## src/rtl/paired_compare_unit.sv

```systemverilog
module paired_compare_unit #(
  parameter int CW    = 16,
  parameter int PAIRS = 3,
  parameter int AW    = 4
) (
  input  logic              clk,
  input  logic              rst_n,
  input  logic              cnt_en,
  input  logic              cnt_clr,
  input  logic              wr_en,
  input  logic [AW-1:0]     wr_addr,
  input  logic [CW-1:0]     wr_data,
  output logic [CW-1:0]     count,
  output logic [2*PAIRS-1:0] pin_out,
  output logic [2*PAIRS-1:0] flags,
  output logic [2*PAIRS-1:0] irq
);
  localparam int NCH = 2 * PAIRS;

  logic [NCH-1:0][CW-1:0] cmp;
  logic [PAIRS-1:0]       mode;
  logic [NCH-1:0]         ie, oe, flag, tog, hit, flip;
  logic                   run;

  assign run = cnt_en & ~cnt_clr;

  always_ff @(posedge clk or negedge rst_n)
    if (!rst_n)       count <= '0;
    else if (cnt_clr) count <= '0;
    else if (cnt_en)  count <= count + 1'b1;

  for (genvar c = 0; c < NCH; c++) begin : g_ch
    assign hit[c] = run && (count == cmp[c]);
    always_ff @(posedge clk or negedge rst_n)
      if (!rst_n) cmp[c] <= '0;
      else if (wr_en && wr_addr == AW'(c)) cmp[c] <= wr_data;
  end

  for (genvar p = 0; p < PAIRS; p++) begin : g_pair
    logic ctl_wr;
    assign ctl_wr = wr_en && wr_addr == AW'(NCH + p);
    assign flip[2*p]   = hit[2*p];
    assign flip[2*p+1] = hit[2*p+1] | (mode[p] & hit[2*p]);

    always_ff @(posedge clk or negedge rst_n)
      if (!rst_n) begin
        mode[p] <= 1'b0;
        ie[2*p+1 -: 2] <= 2'b00;
        oe[2*p+1 -: 2] <= 2'b00;
      end else if (ctl_wr) begin
        mode[p] <= wr_data[0];
        ie[2*p+1 -: 2] <= wr_data[2:1];
        oe[2*p+1 -: 2] <= wr_data[4:3];
      end

    for (genvar k = 0; k < 2; k++) begin : g_flag
      always_ff @(posedge clk or negedge rst_n)
        if (!rst_n)                       flag[2*p+k] <= 1'b0;
        else if (hit[2*p+k])              flag[2*p+k] <= 1'b1;
        else if (ctl_wr && !wr_data[6+k]) flag[2*p+k] <= 1'b0;
    end
  end

  always_ff @(posedge clk or negedge rst_n)
    if (!rst_n)       tog <= '0;
    else if (cnt_clr) tog <= '0;
    else              tog <= tog ^ flip;

  assign pin_out = tog & oe;
  assign flags   = flag;
  assign irq     = flag & ie;
endmodule

```

## config.mk

```make
export PLATFORM = sky130hd
export DESIGN_NAME = paired_compare_unit
export DESIGN_NICKNAME = d
export VERILOG_FILES = /design/src/rtl/paired_compare_unit.sv
export SDC_FILE = /design/constraint.sdc
export NUM_CORES = 1
export LEC_CHECK = 0
export ABC_AREA = 1
export BUFFER_PORTS_ARGS = -buffer_cell sky130_fd_sc_hd__buf_2
export CORE_ASPECT_RATIO = 1.1
export CORE_MARGIN = 3
export CORE_UTILIZATION = 53
export CTS_BUF_LIST = sky130_fd_sc_hd__clkbuf_8
export CTS_CLUSTER_SIZE = 8
export DETAILED_ROUTE_END_ITERATION = 16
export PLACE_DENSITY_LB_ADDON = 0.15
export SLEW_MARGIN = 40
export SYNTH_ARGS = -nofsm -noshare
export SYNTH_HDL_FRONTEND = slang
export SYNTH_SLANG_ARGS = --single-unit
export TNS_END_PERCENT = 10
```

## constraint.sdc

```tcl
create_clock -name clk -period 1.45 [get_ports clk]
set_clock_uncertainty 0.1 [all_clocks]
set_input_delay 0.0725 -clock clk [delete_from_list [all_inputs] [get_ports clk]]
set_output_delay 0.0725 -clock clk [all_outputs]
set_load 0.01 [all_outputs]
```

==> out/results.ini <==
[critical_path]
critical_path_arrival_ps = 1970
cp_slowest_cell = dfrtp_1
r2r_cells = 8
cp-start-kind = flop
cp_max_fo = 4
reg2reg_slack_ps = -260
critical_path_class = flop to flop
crit_path_max_incr_delay_ps = 450
cp-end-kind = flop
reg2reg_from = count[11]$_DFFE_PN0P_
required_ps = 1700
crit_path_cell_trace = buf_4 > nand2_1 > nand4_1 > nor2_2 > buf_4 > nand4_1 > a21oi_1 > nor2_1
timing.rr.end = tog[5]$_DFF_PN0_

[detailed_routing]
num_vias = 6405
avgRoutedWirePerCell_um = 16.2
drt-initial-drc-count = 529
first_pass_iters = 5
drc = 0
wl_um = 19800
ant_nets = 0
viasPerCell = 5.22

[logic_synthesis]
syn-num-nets = 932
netlist_top_cells_count = nand2_1 (290), dfrtp_1 (139), o21ai_0 (136)
syn_area_um2 = 6970
synth.area.mux_share_pct = 0
syn_area_per_cell_um2 = 7.69
synth-seq-cells = 139
synth-edff-count = 0
synthSimpleGateAreaFrac_pct = 26.1
ys.flop_type = dfrtp_1
synthAdderAreaFrac_pct = 0.180
yosysWarnings = 0
syn_inst = 906
synthXorXnorAreaFrac_pct = 3.65
synth_top_family_by_area = simple AND/OR/NAND/NOR gates
synth_area_leaders = dfrtp_1 (50%), nand2_1 (16%), o21ai_0 (9.8%)
synthDistinctLibCells = 34
synth_compound_area_share_pct = 12.1
yosysMostFrequentCell = nand2_1
synth_top_area_share_pct = 49.9
yosys.area.top_type = dfrtp_1
async_reset_ff_share_pct = 100
yosysSeqAreaShare_pct = 49.9

[final_layout]
final_nets = 1084
fillCellCount = 1082
area_delta_synth_final_pct = 27.4
antenna_cells = 0
layout.cells.non_filler = 1226
drive_gt1_share_pct = 22.4

[global_route]
antenna_found_initial = 0
grt_pass1_wl_um = 31600
grt_max_degree = 40
grt_util_all_layers_pct = 28.5
grt_pass1_vias = 6202
grt.overflow.total = 0

[die]
initial_core_util_pct = 54.6
fp-row-count = 43
core_region_area_um2 = 12800
fp.dieW_um = 115
die_y_um = 126
die_area_um2 = 14600
ios = 59

[place]
place_ws_ps = -338
globalplace.congestion = 0.911
placement.io_buffers = 58
dp_hpwl_um = 14000
placedCellCount = 1168

[worst_hold_path]
hold_end = ie[4]$_DFFE_PN0P_
hold_path_depth = 5
min_from = wr_addr[3]
hold_path.class = input port to flop

[clocking]
root_buffer = clkbuf_8
clkSlewWorstSetupHoldPaths_ps = 80
cts_tree = yes
cts_buffers = 17
clk_path_buf_depth = 2
worstSkewPairLatency_ps = 460
cts.sinks = 139
htree_levels = 4

[sta]
fmax_ghz = 0.584
hold_viol_final = 0
period_share_pct = 118
rsz0062_at_grt = true
worst_pin_slew_ps = 417
slew-limit-headroom_pct = 72.2
setup_viol = 23
whs_ps = 19.9
finalSetupTns_ps = -3660
finalMaxSlewViolations = 0
min_period_ps = 1710
fin_ws_ps = -263

[status]
status = finished, violations left
violations = setup timing

[pwr]
power_density_nw_per_um2 = 1210
total_power_uw = 10700
peakVddDrop_mv = 0.739
p_leak_uw = 0.00462

[job]
drv_cap = 0

layout make-up:
class	instances	area (µm²)	area share, %
clock buffers	17	234	2.64
clock inverters	13	179	2.02
inverters	100	382	4.30
multi-input cells	629	3040	34.3
flip-flops and latches	139	3490	39.3
well taps	157	196	2.21
repair buffers	171	1350	15.2
logic make-up after synthesis:
logic type | after synthesis
simple gates | 434
flops | 139
buf+inv | 138
fa+ha+maj | 1
compound gates | 165
xor+xnor | 29
layer usage:
metal / routed length [µm] / track usage (%) / up-vias
li1: - / - / 3145
met1: 8540 / 36.6 / 2978
met2: 9540 / 46.2 / 232
met3: 1020 / 6.34 / 50
met4: 724 / 12.4 / 0
met5: 0 / 0 / -
what timing repair did:
action                                 CTS  global route
endpoints found under the hold margin  267             0
hold buffers                            25             0
gates resized for setup                 24            34
pin swaps                                5             8
buffers inserted                         0             3
setup endpoints to repair               29            43
registers in the layout, indices dropped and copies added (netlist names):
name   cells
flags      6
cmp       96
ie         6
mode       3
count     16
oe         6
tog        6
worst max-delay path: cells and delay by family, from the launching register on:
family / cells / cell delay, ps
flops: 1 / 450
compound gates: 1 / 150
buf+inv: 2 / 320
simple gates: 5 / 590
worst max path at each step:
stage	startpoint	endpoint	slack, ps	depth (start not counted)
6_report	count[11]$_DFFE_PN0P_	tog[5]$_DFF_PN0_	-260	8
5_1_grt	count[1]$_DFFE_PN0P_	tog[5]$_DFF_PN0_	-370	10
4_1_cts	count[5]$_DFFE_PN0P_	count[11]$_DFFE_PN0P_	-250	7
3_5_place_dp	count[10]$_DFFE_PN0P_	tog[3]$_DFF_PN0_	-340	8
3_3_place_gp	count[10]$_DFFE_PN0P_	tog[3]$_DFF_PN0_	-320	8
2_1_floorplan	count[1]$_DFFE_PN0P_	count[14]$_DFFE_PN0P_	-130	10
report_power, final:
part	leakage, µW	switching, µW	internal, µW	total [µW]
logic	0.00266	1280	962	2240
registers	0.00176	556	4590	5150
clock network	0.000204	1480	1840	3320
total	0.00462	3310	7390	10700
cell usage in the layout (no fill, tap or decap), types with 7 or more instances in the layout:
| master | netlist | layout |
|---|---|---|
| a21oi_1 | 17 | 17 |
| buf_12 | 0 | 8 |
| buf_2 | 13 | 55 |
| buf_4 | 6 | 72 |
| buf_6 | 1 | 11 |
| clkbuf_8 | 0 | 17 |
| dfrtp_1 | 139 | 129 |
| dfrtp_2 | 0 | 10 |
| dlygate4sd3_1 | 0 | 25 |
| inv_1 | 94 | 91 |
| inv_2 | 5 | 7 |
| nand2_1 | 290 | 288 |
| nand3_1 | 21 | 15 |
| nand4_1 | 14 | 14 |
| nor2_1 | 79 | 67 |
| nor2_2 | 2 | 12 |
| o21ai_0 | 136 | 133 |
| o21ai_1 | 7 | 9 |
| xnor2_1 | 22 | 21 |
| xor2_1 | 7 | 7 |
stage by stage:
| stage | instance area [µm²] | utilization, % |
|---|---|---|
| floorplan | 6980 | - |
| global placement | 8010 | 62.8 |
| detailed placement | 8010 | 62.8 |
| CTS | 8750 | 68.6 |
| global route | 8880 | 69.6 |
| finish | 8880 | 69.6 |
No activity file was read; power rests on OpenSTA's default activity.
